File: src/rtl/conv_seq_pkg.sv
package conv_seq_pkg;

  // first set bit of mask at or after 'from', searching upward with wrap
  function automatic int first_en(input logic [31:0] mask, input int n, input int from);
    int pick;
    pick = from % n;
    for (int k = 31; k >= 0; k--) begin
      if (k < n && mask[(from + k) % n]) pick = (from + k) % n;
    end
    return pick;
  endfunction

  // level of the active-low ready pin outside any hold window
  function automatic logic pin_level(input logic [31:0] bits, input logic [31:0] en,
                                     input logic all_mode);
    if (all_mode) return !((en != '0) && ((bits & en) == en));
    return !(bits != '0);
  endfunction

endpackage

File: src/rtl/cseq_time_bank.sv
module cseq_time_bank #(
  parameter int NCH      = 4,
  parameter int TW       = 16,
  parameter int DEF_TIME = 16,
  localparam int CHW     = $clog2(NCH)
) (
  input  logic           clk,
  input  logic           rst_n,
  input  logic           wr,
  input  logic [CHW-1:0] wr_ch,
  input  logic [TW-1:0]  wr_val,
  input  logic [CHW-1:0] a_ch,
  output logic [TW-1:0]  a_time,
  input  logic [CHW-1:0] b_ch,
  output logic [TW-1:0]  b_time
);
  logic [TW-1:0] t_q [NCH];

  for (genvar i = 0; i < NCH; i++) begin : g_slot
    always_ff @(posedge clk or negedge rst_n) begin
      if (!rst_n)                         t_q[i] <= TW'(DEF_TIME);
      else if (wr && wr_ch == CHW'(i))    t_q[i] <= wr_val;
    end
  end

  // a stored zero behaves as a one-cycle conversion
  always_comb begin
    a_time = (t_q[a_ch] == '0) ? TW'(1) : t_q[a_ch];
    b_time = (t_q[b_ch] == '0) ? TW'(1) : t_q[b_ch];
  end
endmodule

File: src/rtl/cseq_stepper.sv
module cseq_stepper
  import conv_seq_pkg::*;
#(
  parameter int NCH  = 4,
  parameter int TW   = 16,
  localparam int CHW = $clog2(NCH)
) (
  input  logic           clk,
  input  logic           rst_n,
  input  logic           mode_wr,
  input  logic           mode_cont,
  input  logic [CHW-1:0] mode_ch,
  input  logic [NCH-1:0] en_mask,
  input  logic [TW-1:0]  t_start,
  input  logic [TW-1:0]  t_next,
  output logic [CHW-1:0] start_ch,
  output logic [CHW-1:0] next_ch,
  output logic           conv_done,
  output logic [CHW-1:0] done_ch
);
  logic           run_q;
  logic [CHW-1:0] cur_q;
  logic [TW-1:0]  tcnt_q;
  logic           any_en;

  assign any_en    = |en_mask;
  assign start_ch  = CHW'(first_en(32'(en_mask), NCH, int'(mode_ch)));
  assign next_ch   = CHW'(first_en(32'(en_mask), NCH, int'(cur_q) + 1));
  assign conv_done = run_q && any_en && (tcnt_q == TW'(1)) && !mode_wr;
  assign done_ch   = cur_q;

  always_ff @(posedge clk or negedge rst_n) begin
    if (!rst_n) begin
      run_q  <= 1'b0;
      cur_q  <= '0;
      tcnt_q <= TW'(1);
    end else if (mode_wr) begin
      run_q  <= mode_cont;
      cur_q  <= start_ch;
      tcnt_q <= t_start;
    end else if (conv_done) begin
      cur_q  <= next_ch;
      tcnt_q <= t_next;
    end else if (run_q && any_en && tcnt_q > TW'(1)) begin
      tcnt_q <= tcnt_q - TW'(1);
    end
  end
endmodule

File: src/rtl/cseq_ready.sv
module cseq_ready
  import conv_seq_pkg::*;
#(
  parameter int NCH      = 4,
  parameter int HOLD_CYC = 163,
  localparam int CHW     = $clog2(NCH),
  localparam int HW      = $clog2(HOLD_CYC + 1)
) (
  input  logic           clk,
  input  logic           rst_n,
  input  logic           mode_wr,
  input  logic           conv_done,
  input  logic [CHW-1:0] done_ch,
  input  logic [NCH-1:0] rd_start,
  input  logic [NCH-1:0] rd_end,
  input  logic [NCH-1:0] en_mask,
  input  logic           all_mode,
  output logic           commit,
  output logic           drop,
  output logic           ovwr,
  output logic [NCH-1:0] rdy_bits,
  output logic           rdy_n
);
  logic [NCH-1:0] rdy_q, pend_q, reading_q, busy_rd, done_vec, set_vec, ovr_vec;
  logic [HW-1:0]  hold_q;
  logic           restore;

  always_comb begin
    done_vec          = '0;
    done_vec[done_ch] = conv_done;
  end

  assign busy_rd = reading_q | rd_start;
  assign drop    = conv_done && busy_rd[done_ch];
  assign commit  = conv_done && !drop;
  assign ovwr    = commit && (rdy_q[done_ch] || pend_q[done_ch]);
  assign set_vec = (commit && !ovwr) ? done_vec : '0;
  assign ovr_vec = ovwr ? done_vec : '0;
  assign restore = (hold_q == HW'(1)) && !ovwr;

  always_ff @(posedge clk or negedge rst_n) begin
    if (!rst_n) reading_q <= '0;
    else        reading_q <= (reading_q | rd_start) & ~rd_end;
  end

  always_ff @(posedge clk or negedge rst_n) begin
    if (!rst_n) begin
      rdy_q  <= '0;
      pend_q <= '0;
      hold_q <= '0;
    end else if (mode_wr) begin
      rdy_q  <= '0;
      pend_q <= '0;
      hold_q <= '0;
    end else begin
      rdy_q  <= (rdy_q & ~rd_end & ~ovr_vec) | set_vec
              | (restore ? (pend_q & ~rd_end) : '0);
      pend_q <= restore ? '0 : ((pend_q & ~rd_end) | ovr_vec);
      if (ovwr)               hold_q <= HW'(HOLD_CYC);
      else if (hold_q != '0)  hold_q <= hold_q - HW'(1);
    end
  end

  assign rdy_bits = rdy_q;
  assign rdy_n    = (hold_q != '0) ? 1'b1 : pin_level(32'(rdy_q), 32'(en_mask), all_mode);
endmodule

File: src/rtl/cseq_results.sv
module cseq_results #(
  parameter int NCH  = 4,
  parameter int DW   = 16,
  localparam int CHW = $clog2(NCH),
  localparam int SW  = CHW + 1
) (
  input  logic            clk,
  input  logic            rst_n,
  input  logic            commit,
  input  logic [CHW-1:0]  done_ch,
  input  logic            ovr_flag,
  input  logic [DW-1:0]   result,
  input  logic [CHW-1:0]  rd_sel,
  output logic [DW-1:0]   rd_data,
  output logic [SW-1:0]   rd_stat,
  output logic [NCH*DW-1:0] data_flat
);
  logic [DW-1:0] data_q [NCH];
  logic [SW-1:0] stat_q [NCH];

  for (genvar i = 0; i < NCH; i++) begin : g_ch
    always_ff @(posedge clk or negedge rst_n) begin
      if (!rst_n) begin
        data_q[i] <= '0;
        stat_q[i] <= '0;
      end else if (commit && done_ch == CHW'(i)) begin
        data_q[i] <= result;
        stat_q[i] <= {ovr_flag, CHW'(i)};
      end
    end
    assign data_flat[i*DW +: DW] = data_q[i];
  end

  assign rd_data = data_q[rd_sel];
  assign rd_stat = stat_q[rd_sel];
endmodule

File: src/rtl/conv_sequencer.sv
module conv_sequencer #(
  parameter int NCH      = 4,
  parameter int DW       = 16,
  parameter int TW       = 16,
  parameter int DEF_TIME = 16,
  parameter int HOLD_CYC = 163,
  localparam int CHW     = $clog2(NCH),
  localparam int SW      = CHW + 1
) (
  input  logic           clk,
  input  logic           rst_n,
  input  logic           mode_wr,
  input  logic           mode_cont,
  input  logic [CHW-1:0] mode_ch,
  input  logic [NCH-1:0] en_mask,
  input  logic           all_mode,
  input  logic           time_wr,
  input  logic [CHW-1:0] time_ch,
  input  logic [TW-1:0]  time_val,
  input  logic [DW-1:0]  adc_result,
  input  logic [NCH-1:0] rd_start,
  input  logic [NCH-1:0] rd_end,
  input  logic [CHW-1:0] rd_sel,
  output logic [DW-1:0]  rd_data,
  output logic [SW-1:0]  rd_stat,
  output logic [NCH-1:0] rdy_bits,
  output logic           rdy_n
);
  // internal events, named for the bound checker
  logic [CHW-1:0]    start_ch, next_ch, done_ch;
  logic [TW-1:0]     t_start, t_next;
  logic              conv_done, commit, drop, ovwr;
  logic [NCH*DW-1:0] data_flat;

  cseq_time_bank #(.NCH(NCH), .TW(TW), .DEF_TIME(DEF_TIME)) u_times (
    .clk(clk), .rst_n(rst_n), .wr(time_wr), .wr_ch(time_ch), .wr_val(time_val),
    .a_ch(start_ch), .a_time(t_start), .b_ch(next_ch), .b_time(t_next)
  );

  cseq_stepper #(.NCH(NCH), .TW(TW)) u_step (
    .clk(clk), .rst_n(rst_n), .mode_wr(mode_wr), .mode_cont(mode_cont),
    .mode_ch(mode_ch), .en_mask(en_mask), .t_start(t_start), .t_next(t_next),
    .start_ch(start_ch), .next_ch(next_ch), .conv_done(conv_done), .done_ch(done_ch)
  );

  cseq_ready #(.NCH(NCH), .HOLD_CYC(HOLD_CYC)) u_ready (
    .clk(clk), .rst_n(rst_n), .mode_wr(mode_wr), .conv_done(conv_done),
    .done_ch(done_ch), .rd_start(rd_start), .rd_end(rd_end), .en_mask(en_mask),
    .all_mode(all_mode), .commit(commit), .drop(drop), .ovwr(ovwr),
    .rdy_bits(rdy_bits), .rdy_n(rdy_n)
  );

  cseq_results #(.NCH(NCH), .DW(DW)) u_res (
    .clk(clk), .rst_n(rst_n), .commit(commit), .done_ch(done_ch), .ovr_flag(ovwr),
    .result(adc_result), .rd_sel(rd_sel), .rd_data(rd_data), .rd_stat(rd_stat),
    .data_flat(data_flat)
  );
endmodule

File: config.mk
export PLATFORM = sky130hd
export DESIGN_NAME = conv_sequencer
export DESIGN_NICKNAME = d
export VERILOG_FILES = /design/src/rtl/conv_seq_pkg.sv /design/src/rtl/cseq_time_bank.sv /design/src/rtl/cseq_stepper.sv /design/src/rtl/cseq_ready.sv /design/src/rtl/cseq_results.sv /design/src/rtl/conv_sequencer.sv
export SDC_FILE = /design/constraint.sdc
export NUM_CORES = 1
export LEC_CHECK = 0
export ABC_AREA = 1
export BUFFER_PORTS_ARGS = -buffer_cell sky130_fd_sc_hd__buf_2
export CAP_MARGIN = 25
export CELL_PAD_IN_SITES_DETAIL_PLACEMENT = 0
export CELL_PAD_IN_SITES_GLOBAL_PLACEMENT = 1
export CORE_AREA = 5 5 161 163
export CTS_BUF_LIST = sky130_fd_sc_hd__clkbuf_4 sky130_fd_sc_hd__clkbuf_8
export DETAILED_ROUTE_END_ITERATION = 7
export DIE_AREA = 0 0 166 168
export MAX_ROUTING_LAYER = met4
export PLACE_DENSITY = 0.78
export SLEW_MARGIN = 20
export SYNTH_ARGS = -nofsm -noshare
export SYNTH_HDL_FRONTEND = slang
export SYNTH_SLANG_ARGS = --single-unit
File: constraint.sdc
create_clock -name clk -period 2.8 [get_ports clk]
set_clock_uncertainty 0.1 [all_clocks]
set_input_delay 0.56 -clock clk [delete_from_list [all_inputs] [get_ports clk]]
set_output_delay 0.56 -clock clk [all_outputs]
set_load 0.02 [all_outputs]
==> results of run 1 <==
[synth_stat cells (2+ instances only)]
cell / count / area (um^2)
nand2_1: 427 / 1600
inv_1: 180 / 676
o21ai_0: 174 / 871
dfrtp_1: 169 / 4230
nand3_1: 110 / 551
nor2_1: 105 / 394
clkbuf_1: 35 / 131
a21oi_1: 15 / 75.1
o32ai_1: 14 / 123
o2111ai_1: 12 / 105
buf_2: 9 / 45.0
buf_6: 9 / 101
ha_1: 8 / 100
xnor2_1: 8 / 70.1
xor2_1: 8 / 70.1
nand2_2: 7 / 43.8
nor3_1: 6 / 30.0
nor4_1: 6 / 37.5
o211ai_1: 6 / 45.0
buf_1: 5 / 18.8
dfstp_2: 5 / 131
o31ai_1: 5 / 37.5
buf_4: 4 / 30.0
inv_2: 4 / 15.0
nand3_2: 4 / 40.0
and2_1: 2 / 12.5
inv_4: 2 / 12.5
nand2_4: 2 / 22.5
nand4_1: 2 / 12.5
o21ai_2: 2 / 17.5
o221ai_1: 2 / 17.5
o22ai_1: 2 / 12.5
o311ai_0: 2 / 17.5
or2_2: 2 / 12.5
[sequential cells by signal, indices dropped and copies added, names as in the netlist]
signal and cells:
u_step.done_ch 2, u_step.tcnt_q 16, u_ready.rdy_bits 4, u_ready.hold_q 8
u_ready.pend_q 4, u_res.data_flat 64, u_times.t_q 64, u_ready.reading_q 4
u_res.stat_q 7, u_step.run_q 1
[per-stage QoR]
step / util / setup TNS [ns]
after floorplan: - / 0
after global placement: 0.450 / -0.0231
after detailed placement: 0.450 / -0.0206
after CTS: 0.468 / 0
after global routing: 0.481 / -0.789
final: 0.481 / 0
[final cells by class]
type / instances / area (um^2)
fill: 2471 / 12600
multi-input combinational: 946 / 4650
sequential: 174 / 4360
timing repair buffer: 152 / 1110
inverter: 186 / 706
tap: 324 / 405
clock buffer: 17 / 234
clock inverter: 15 / 153
[cells in the final DEF, fill, tap and decap left out, types with 16 or more instances in the layout]
master	instances
dfrtp_1	169
nand2_1	415
o21ai_0	173
inv_1	179
nand3_1	102
buf_4	57
clkbuf_8	17
nand2_2	16
buf_2	78
nor2_1	98
[logic make-up after synthesis]
group | synth area share
buffers and inverters | 0.105
adder cells (fa/ha/maj) | 0.0102
XOR/XNOR | 0.0143
flip-flops | 0.446
AO/OA/AOI/OAI | 0.139
AND/OR/NAND/NOR | 0.285
[worst register-to-register path, cell delays in order, from the launching register on]
cell and delay, ns:
dfrtp_1 0.42, inv_4 0.06, ha_4 0.29, inv_2 0.05
nand2_1 0.07, nand2_2 0.07, nand2_1 0.07, nand2_2 0.07
o21ai_4 0.27, nand3_4 0.24, nand2_4 0.19, nand2_1 0.07
nand3_1 0.08, nand2_1 0.08, nor2_1 0.12, nand2_1 0.10
nor2_1 0.11, nand2_1 0.06, nand2_1 0.05, nand2_1 0.05
nand3_1 0.06, nand2_1 0.05, inv_1 0.05
[worst max-delay path by stage]
| stage | from | endpoint | cells past startpoint |
|---|---|---|---|
| after global routing | u_step.done_ch[0] | u_step.tcnt_q[0] | 22 |
| after CTS | u_step.done_ch[0] | u_step.tcnt_q[0] | 23 |
| after floorplan | u_step.done_ch[0] | u_step.tcnt_q[0] | 26 |
| after detailed placement | mode_ch[0] | u_step.tcnt_q[0] | 24 |
| after global placement | en_mask[0] | u_step.tcnt_q[0] | 21 |
| final | u_step.done_ch[0] | u_step.tcnt_q[0] | 22 |
[what timing repair did]
item                       in CTS  in global routing
hold buffers                    1                  0
gates resized for setup         4                 47
hold endpoints to repair       37                  0
setup endpoints to repair       1                 65
buffers inserted                0                  4
cloned                          2                  5
pin swaps                       2                 15
[per-layer routing]
| layer | global-route usage | vias to the layer above | wire length (um) |
|---|---|---|---|
| met2 | 0.320 | 182 | 12600 |
| met3 | 0.0288 | 31 | 1110 |
| met4 | 0.0495 | 0 | 394 |
| met1 | 0.271 | 4254 | 13300 |
| li1 | - | 4578 | - |
| met5 | - | - | 0 |
[power by group through the flow]
stage	Sequential, mW	Combinational [mW]	Clock, mW
6_report	3.01	3.10	1.73
5_1_grt	3.05	3.46	1.90
4_1_cts	3.01	2.75	1.79
3_5_place_dp	3.05	2.69	0
3_3_place_gp	3.05	2.67	0
2_1_floorplan	3.01	1.80	0
==> impl_results.md, run 1 <==
- Total power: 7.84 mW
- Clock transition at path regs: 0.11 ns
- DRT iter0 DRCs: 664
- Worst R2R Setup Slack: 0.0009 ns
- Final hold slack: 0.136 ns
- Number of global-route vias before repair: 8812
- # placed instances: 1770
- CTS buffer count: 17
- Setup Crit Path Kind: reg -> reg
- Hold Path Origin: rd_end[1]
- VDD IR-drop max: 0.342 mV
- Final instance area: 11600 um^2
- CP endpoint kind: register
- Cells after synthesis: 1361
- Hold Path Class: in -> reg
- Worst Hold Depth: 2
- CP most frequent cell: nand2_1
- Power density cells: 674 nW/um^2
- Final std cells w/o fill: 1814
- Flop pwr share: 0.384
- CTS tree: done
- Asr flop ratio synth: 1.00
- Antenna violations before repair: 0
- Area growth from synthesis to layout: 19.0%
- Netlist Area Pre-Place: 9770 um^2
- Period minus WS final: 2.80 ns
- Avg Cell Area, Syn: 7.18 um^2
- Via/cell ratio: 4.99
- Max Cap Viol: 0
- Critical path's slowest cell: dfrtp_1
- Slew headroom: 0.559
- Starting Density: 0.404
- H-tree depth: 4
- Predominant post-synthesis flop cell: dfrtp_1
- Period utilization: 1.00
- Clk root buf: clkbuf_8
- Drt total wl: 27400 um
- Worst-skew pair later-pin latency: 0.47 ns
- Final count of hold timing violations: 0
- Core area: 24200 um^2
- NumNets Final: 1541
- First-pass GRT wire length: 45100 um
- Setup violations, final: 0
- 1st-pass router iterations: 5
- Worst r2r src: u_step.done_ch[0]
- Critical Path Fanout Max: 7
- Internal: 4.66 mW
- GRT Total Usage: 0.200
- Syn Nets: 1425
- Worst Path Buf+Inv: 3
- Outcome: finished clean
- Crit path DAT: 3.13 ns
- RR Endpoint: u_step.tcnt_q[0]
- CTS Sinks: 174
- Routability cong.: 0.880
- Largest net degree at the start of global routing: 82
- Clock buffer depth: 2
- Worst setup margin: 0.000909 ns
- Grt total ovfl: 0
- Layout cell share with drive strength beyond 1: 0.167
- Placed cell areas: 10900 um^2
- Die width: 166 um
- Combinational power share: 0.395
- Cell row count: 57
- Via count: 9045
- Register area share after synthesis: 0.446
- Static leakage: 5.99 nW
- Hold EP: u_ready.reading_q[1]
- Reg2reg path depth: 22
- Synthesis-stage register bit count: 174
- Dpl ws: -0.0206 ns
- Per-cell routed wire length: 15.1 um
- Die Footprint: 27900 um^2
- Switch share: 0.405
- DIE HEIGHT: 168 um
- Chain of cells forming the critical path: inv_4 -> ha_4 -> inv_2 -> nand2_1 -> nand2_2 -> nand2_1 -> nand2_2 -> o21ai_4 -> nand3_4 -> nand2_4 -> nand2_1 -> nand3_1 -> nand2_1 -> nor2_1 -> nand2_1 -> nor2_1 -> nand2_1 -> nand2_1 -> nand2_1 -> nand3_1 -> nand2_1 -> inv_1
- CP max stage delay: 0.42 ns
- Port Buffers: 79
- Max Fclk: 357 MHz
- Psw: 3.18 mW
- Clock power share: 0.221
- Startpoint Class: register
- Synth cell types: 42
- Post-DP HPWL: 19200 um
- Worst-margin pin slew: 0.661 ns
- Synth warn: 0
- Antenna fix cells: 0
- Req. time, crit path: 3.13 ns
- Post-DRT Antenna Nets: 0
- Number of enable flip-flop cells after synthesis: 0
- DRC viols: 0
- Slew Viols, Final: 0
- I/O pins: 80
- Crit path max-delay family: simple AND/OR/NAND/NOR gates
- RSZ-0062 raised after global routing: true
No activity file was read; power rests on OpenSTA's default activity.
==> inputs of run 2 (changes only) <==
--- a/config.mk
+++ b/config.mk
@@ -10,12 +10,11 @@
 export CAP_MARGIN = 25
 export CELL_PAD_IN_SITES_DETAIL_PLACEMENT = 0
 export CELL_PAD_IN_SITES_GLOBAL_PLACEMENT = 1
-export CORE_AREA = 5 5 161 163
-export CTS_BUF_LIST = sky130_fd_sc_hd__clkbuf_4 sky130_fd_sc_hd__clkbuf_8
+export CORE_AREA = 5 5 163 165
 export DETAILED_ROUTE_END_ITERATION = 7
-export DIE_AREA = 0 0 166 168
+export DIE_AREA = 0 0 168 170
 export MAX_ROUTING_LAYER = met4
-export PLACE_DENSITY = 0.78
+export PLACE_DENSITY = 0.77
 export SLEW_MARGIN = 20
 export SYNTH_ARGS = -nofsm -noshare
 export SYNTH_HDL_FRONTEND = slang
==> run 2 against run 1 <==
Cell count increased by 0.50%; global-route usage is 0.78 points lower; cell area up 2.3%; critical path depth increased by 1; largest power group is now sequential cells; flip-flop and latch count did not move; worst setup slack better by 0.078 ns; highest routed layer unchanged; worst hold slack improved by 0.050 ns; sequential power hardly changed; clock-buffer cell count is the same; non-clock buffer count grew 7; critical path type unchanged; register-to-register slack better by 0.08 ns.
==> impl_results.md, run 2 (same netlist as run 1, synthesis figures left out) <==
- Worst R2R Setup Slack: 0.08 ns (+0.08 ns)
- Multi-input gate area: 4550 um^2 (-2.1%)
- 1st-pass router iterations: 5 (unchanged)
- Number of global-route vias before repair: 8655 (-1.8%)
- Power density cells: 724 nW/um^2 (+7.4%)
- Chain of cells forming the critical path: buf_4 -> o21ai_0 -> nand2_2 -> nand2_2 -> inv_2 -> o21ai_4 -> nand2_2 -> nand2_4 -> buf_12 -> nand2_8 -> buf_8 -> nand2_1 -> nand3_1 -> nand2_1 -> nor2_1 -> nand2_1 -> nor2_1 -> nand2_1 -> nand2_1 -> nand2_1 -> nand3_1 -> nand2_1 -> inv_1
- Worst Path Buf+Inv: 5 (+2)
- Crit. path cell count: 23 (+4.5%)
- Fillcell total: 2542 (+2.9%)
- Crit path to: u_step.tcnt_q[0]
- DRC viols: 0 (unchanged)
- Worst Hold Depth: 2 (unchanged)
- Starting Density: 0.392 (-0.0116)
- Area growth from synthesis to layout: 21.7%
- Post-DRT Antenna Nets: 0 (unchanged)
- Crit path launch: u_step.done_ch[0]
- Reg area: 4360 um^2 (unchanged)
- Setup violations, final: 0 (unchanged)
- Commonest non-fill, non-tap cell in the layout: nand2_1
- Core area: 24900 um^2 (+3.0%)
- VDD IR-drop max: 0.367 mV (+7.6%)
- Dpl ws: -0.0313 ns (-0.0107 ns)
- NumNets Final: 1544 (+0.19%)
- Grt total ovfl: 0 (unchanged)
- I/O pins: 80 (unchanged)
- Setup Crit Path Kind: reg -> reg
- Clk root buf: clkbuf_16
- Total power: 8.61 mW (+9.8%)
- Hold Path Class: in -> reg
- Worst-margin pin slew: 0.669 ns (+0.00753 ns)
- Port Buffers: 79 (unchanged)
- CP max stage delay: 0.41 ns (about the same)
- Final count of hold timing violations: 0 (unchanged)
- Period minus WS final: 2.72 ns (-0.0782 ns)
- Outcome: finished clean
- Req. time, crit path: 3.08 ns (-0.05 ns)
- DRT iter0 DRCs: 686 (+3.3%)
- CTS tree: done
- Worst-skew pair later-pin latency: 0.43 ns (-0.04 ns)
- First-pass GRT wire length: 44400 um (-1.6%)
- CTS Sinks: 174 (unchanged)
- CP endpoint kind: register
- Antenna violations before repair: 0 (unchanged)
- Per-cell routed wire length: 14.8 um (-1.8%)
- Cell row count: 58 (+1.8%)
- CTS buffer count: 17 (unchanged)
- H-tree depth: 4 (unchanged)
- Slew headroom: 0.554 (-0.00502)
- Crit path DAT: 3.00 ns (-0.13 ns)
- Die Footprint: 28600 um^2 (+2.4%)
- Layout cell share with drive strength beyond 1: 0.161 (-0.00569)
- Crit path max-delay family: simple AND/OR/NAND/NOR gates
- Final instance area: 11900 um^2 (+2.3%)
- Largest net degree at the start of global routing: 57 (-30%)
- Final std cells w/o fill: 1823 (+0.50%)
- Reg2reg path depth: 23 (+4.5%)
- Post-DP HPWL: 18500 um (-3.5%)
- Critical path's slowest cell: dfrtp_1
- Routability cong.: 0.880 (about the same)
- Die width: 168 um (+1.2%)
- Worst setup margin: 0.0791 ns (+0.0782 ns)
- Critical Path Fanout Max: 18 (+11)
- Drt total wl: 27000 um (-1.3%)
- Antenna fix cells: 0 (unchanged)
- Via/cell ratio: 4.99 (about the same)
- Worst r2r src: u_step.done_ch[0]
- # placed instances: 1780 (+0.56%)
- Most frequent cells in the layout: nand2_1 (416), inv_1 (178), o21ai_0 (173)
- Via count: 9095 (+0.55%)
- Startpoint Class: register
- Max Cap Viol: 0 (unchanged)
- GRT Total Usage: 0.192 (-0.00778)
- Static leakage: 6.13 nW (+2.3%)
- CP most frequent cell: nand2_1
- RR Endpoint: u_step.tcnt_q[0]
- Clock transition at path regs: 0.07 ns (-0.04 ns)
- Clock buffer depth: 2 (unchanged)
- Placed cell areas: 11000 um^2 (+0.69%)
- Slew Viols, Final: 0 (unchanged)
- RSZ-0062 raised after global routing: true
- Period utilization: 0.972 (-0.0279)
- DIE HEIGHT: 170 um (+1.2%)
- Max Fclk: 368 MHz (+2.9%)
[run 2: cell count changes in the layout (fill, tap and decap cells not counted), moves of 4 or more]
cell / before / now
nor2_2: 7 / 3
nor2_1: 98 / 102
clkbuf_8: 17 / 0
nand3_2: 10 / 3
clkbuf_16: 0 / 17
nand3_1: 102 / 109
nand2_4: 7 / 2
inv_8: 2 / 7
[run 2: power breakdown]
group	leakage (nW)	switching, mW	internal [mW]
clock	0.314	1.14	1.46
combinational	3.59	1.81	1.18
sequential	2.23	0.207	2.81
total	6.13	3.16	5.45
[run 2: metrics by stage]
stage | TNS, ns | hold WS (ns) | utilization
after floorplan | 0 | 0.164 | -
after global placement | 0 | 0.332 | 0.440
after detailed placement | -0.0313 | 0.339 | 0.440
after CTS | 0 | 0.169 | 0.467
after global routing | -0.326 | 0.173 | 0.477
final | 0 | 0.186 | 0.477
[run 2: worst min-delay path by stage]
stage | startpoint | end | slack [ns]
2_1_floorplan | rst_n | u_ready.hold_q[0] | 0.16
3_3_place_gp | u_res.stat_q[4] | u_res.stat_q[4] | 0.33
3_5_place_dp | u_res.stat_q[4] | u_res.stat_q[4] | 0.34
4_1_cts | rd_end[1] | u_ready.reading_q[1] | 0.17
5_1_grt | rd_end[1] | u_ready.reading_q[1] | 0.17
6_report | rd_end[1] | u_ready.reading_q[1] | 0.19
[run 2: cell type report]
class / count / area share
multi-input combinational: 942 / 0.383
sequential: 174 / 0.367
timing repair buffer: 159 / 0.102
inverter: 186 / 0.0592
clock buffer: 17 / 0.0358
tap: 330 / 0.0347
clock inverter: 15 / 0.0184
[run 2: routing by layer]
| metal | global-route usage | part of all wire |
|---|---|---|
| met4 | 0.0378 | 0.0097 |
| met2 | 0.295 | 0.45 |
| met5 | - | 0 |
| met1 | 0.271 | 0.49 |
| met3 | 0.0328 | 0.050 |
[run 2: repair_timing]
item                                    4_1_cts  5_1_grt
endpoints found under the setup margin        1       29
resized for setup                             1       36
hold endpoints to repair                     12        0
gates cloned                                  0        3
hold buffers                                  1        0
pin swaps                                     1       15
buffers inserted                              0        7
==> inputs of run 3 (changes only) <==
--- a/config.mk
+++ b/config.mk
@@ -15,6 +15,7 @@
 export DIE_AREA = 0 0 168 170
 export MAX_ROUTING_LAYER = met4
 export PLACE_DENSITY = 0.77
+export REMOVE_ABC_BUFFERS = 1
 export SLEW_MARGIN = 20
 export SYNTH_ARGS = -nofsm -noshare
 export SYNTH_HDL_FRONTEND = slang
==> run 3 against run 2 <==
Clock power decreased by 3%; sequential share of layout area increased by 0.17 points; worst hold slack got worse by 0.0029 ns; first-iteration DRC count increased by 10%; die area unchanged; clock-buffer cell count unchanged; wire length increased by 0.79%; combinational power decreased by 1%; largest cell class unchanged; cell area decreased by 0.46%; sequential power about the same; flip-flop and latch count unchanged.
==> impl_results.md, run 3 (same netlist as run 1, synthesis figures left out) <==
- GRT Total Usage: 0.192 (about the same)
- Critical path's slowest cell: dfrtp_1
- Placed cell areas: 10900 um^2 (-0.73%)
- Setup tns final: 0 ns (unchanged)
- Clock buffer depth: 2 (unchanged)
- Most frequent cells in the layout: nand2_1 (401), inv_1 (177), o21ai_0 (172)
- DRC viols: 0 (unchanged)
- Worst R2R Setup Slack: 0.09 ns (about the same)
- RR Endpoint: u_step.tcnt_q[0]
- DIE HEIGHT: 170 um (unchanged)
- Die width: 168 um (unchanged)
- Multi-input gate area: 4660 um^2 (+2.4%)
- Clock transition at path regs: 0.08 ns (about the same)
- Drt total wl: 27200 um (+0.79%)
- Reg area: 4360 um^2 (unchanged)
- Slew Viols, Final: 0 (unchanged)
- Starting Density: 0.392 (unchanged)
- Hold Path Origin: rd_end[3]
- Reg2reg path depth: 22 (-4.3%)
- H-tree depth: 4 (unchanged)
- Crit path launch: u_step.done_ch[0]
- Crit path DAT: 2.99 ns (about the same)
- Setup violations, final: 0 (unchanged)
- DRT iter0 DRCs: 755 (+10%)
- Outcome: finished clean
- Largest net degree at the start of global routing: 63 (+11%)
- Period minus WS final: 2.71 ns (-0.0124 ns)
- Cell row count: 58 (unchanged)
- 1st-pass router iterations: 5 (unchanged)
- Max Fclk: 369 MHz (+0.46%)
- NumNets Final: 1537 (-0.45%)
- Via/cell ratio: 4.99 (about the same)
- Final instance area: 11800 um^2 (-0.46%)
- Number of global-route vias before repair: 8719 (+0.74%)
- Final core utilization: 0.475 (-0.00221)
- Core area: 24900 um^2 (unchanged)
- Chain of cells forming the critical path: inv_4 -> ha_4 -> inv_4 -> nand2_2 -> nand2_2 -> nand2_2 -> nand2_2 -> o21ai_4 -> nand3_4 -> nand2_8 -> nand2_1 -> nand3_1 -> nand2_1 -> nor2_1 -> nand2_1 -> nor2_1 -> nand2_1 -> nand2_1 -> nand2_1 -> nand3_1 -> nand2_1 -> inv_1
- Routability cong.: 0.853 (-3.1%)
- Power density cells: 716 nW/um^2 (-1.1%)
- Period utilization: 0.967 (-0.00443)
- Antenna fix cells: 0 (unchanged)
- Commonest non-fill, non-tap cell in the layout: nand2_1
- Die Footprint: 28600 um^2 (unchanged)
- CP endpoint kind: register
- Clk root buf: clkbuf_16
- CP max stage delay: 0.40 ns (about the same)
- Worst-margin pin slew: 0.617 ns (-0.0513 ns)
- Per-cell routed wire length: 15.0 um (+1.2%)
- Antenna violations before repair: 0 (unchanged)
- Static leakage: 6.07 nW (-0.94%)
- Grt total ovfl: 0 (unchanged)
- I/O pins: 80 (unchanged)
- Slew headroom: 0.588 (+0.0342)
- Post-DP HPWL: 18700 um (+0.75%)
- RSZ-0062 raised after global routing: true
- Post-DRT Antenna Nets: 0 (unchanged)
- Worst-skew pair later-pin latency: 0.44 ns (about the same)
- Critical Path Fanout Max: 7 (-11)
- Startpoint Class: register
- Layout cell share with drive strength beyond 1: 0.174 (+0.0129)
- CTS buffer count: 17 (unchanged)
- CTS tree: done
- Final count of hold timing violations: 0 (unchanged)
- Port Buffers: 79 (unchanged)
- First-pass GRT wire length: 44100 um (-0.61%)
- CP most frequent cell: nand2_1
- Final hold slack: 0.183 ns (-0.00287 ns)
- CTS Sinks: 174 (unchanged)
- Area growth from synthesis to layout: 21.1%
- Req. time, crit path: 3.08 ns (about the same)
- Hold Path Class: in -> reg
- Worst r2r src: u_step.done_ch[0]
- Setup Crit Path Kind: reg -> reg
- VDD IR-drop max: 0.371 mV (+0.93%)
- Via count: 9064 (-0.34%)
- Crit path to: u_step.tcnt_q[0]
- Fillcell total: 2561 (+0.75%)
- Max Cap Viol: 0 (unchanged)
## run 3: changes by cell type in the layout (fill, tap and decap cells not counted), moves of 3 or more
cell and change:
buf_12 -6, inv_6 +4, clkinv_8 +5, inv_8 -3
nand3_1 -7, nand2_1 -15, nand2_2 +13, nand3_2 +7
buf_6 -3, clkinv_4 -3
## run 3: through the flow
stage,std cells,total power [mW],setup slack (ns)
3_5_place_dp,1776,5.59,0.0239
5_1_grt,1816,8.99,-0.103
2_1_floorplan,1299,4.67,-0.109
3_3_place_gp,1776,5.56,0.00971
6_report,1816,8.48,0.0915
4_1_cts,1809,8.15,0.0128
## run 3: critical path: cells and delay by family (launching register included)
kind	cells	cell delay, ns
fa+ha+maj	1	0.29
compound gates	1	0.25
simple gates	17	1.47
buf+inv	3	0.14
flops	1	0.40
## run 3: per-layer routing
| layer | part of all wire | global-route usage | up-vias |
|---|---|---|---|
| met2 | 0.44 | 0.285 | 191 |
| met3 | 0.040 | 0.0260 | 24 |
| met1 | 0.51 | 0.280 | 4275 |
| met4 | 0.011 | 0.0469 | 0 |
| met5 | 0 | - | - |
| li1 | - | - | 4574 |
## run 3: report_power, final
| part | leakage (nW) | internal, mW | switching [mW] |
|---|---|---|---|
| clock network | 0.307 | 1.31 | 1.20 |
| registers | 2.23 | 2.81 | 0.210 |
| logic | 3.54 | 1.09 | 1.86 |
## run 3: layout make-up
| class | instances | share of cell area |
|---|---|---|
| clock buffer | 17 | 0.0360 |
| tap | 330 | 0.0349 |
| clock inverter | 15 | 0.0176 |
| inverter | 186 | 0.0597 |
| timing repair buffer | 151 | 0.0894 |
| multi-input combinational | 943 | 0.394 |
| sequential | 174 | 0.369 |
## run 3: how the worst min path moves through the flow
stage,to,slack [ns],depth (start not counted)
floorplan,u_ready.hold_q[0],0.16,0
global placement,u_res.data_flat[57],0.28,1
detailed placement,u_res.data_flat[57],0.28,1
CTS,u_ready.reading_q[3],0.17,2
global route,u_ready.reading_q[3],0.18,2
finish,u_ready.reading_q[3],0.18,2
## run 3: repair_timing
item / in CTS / in global routing
hold buffers: 1 / 0
gates resized for setup: 0 / 61
hold endpoints to repair: 7 / 0
setup endpoints to repair: 0 / 15
buffers inserted: 0 / 4
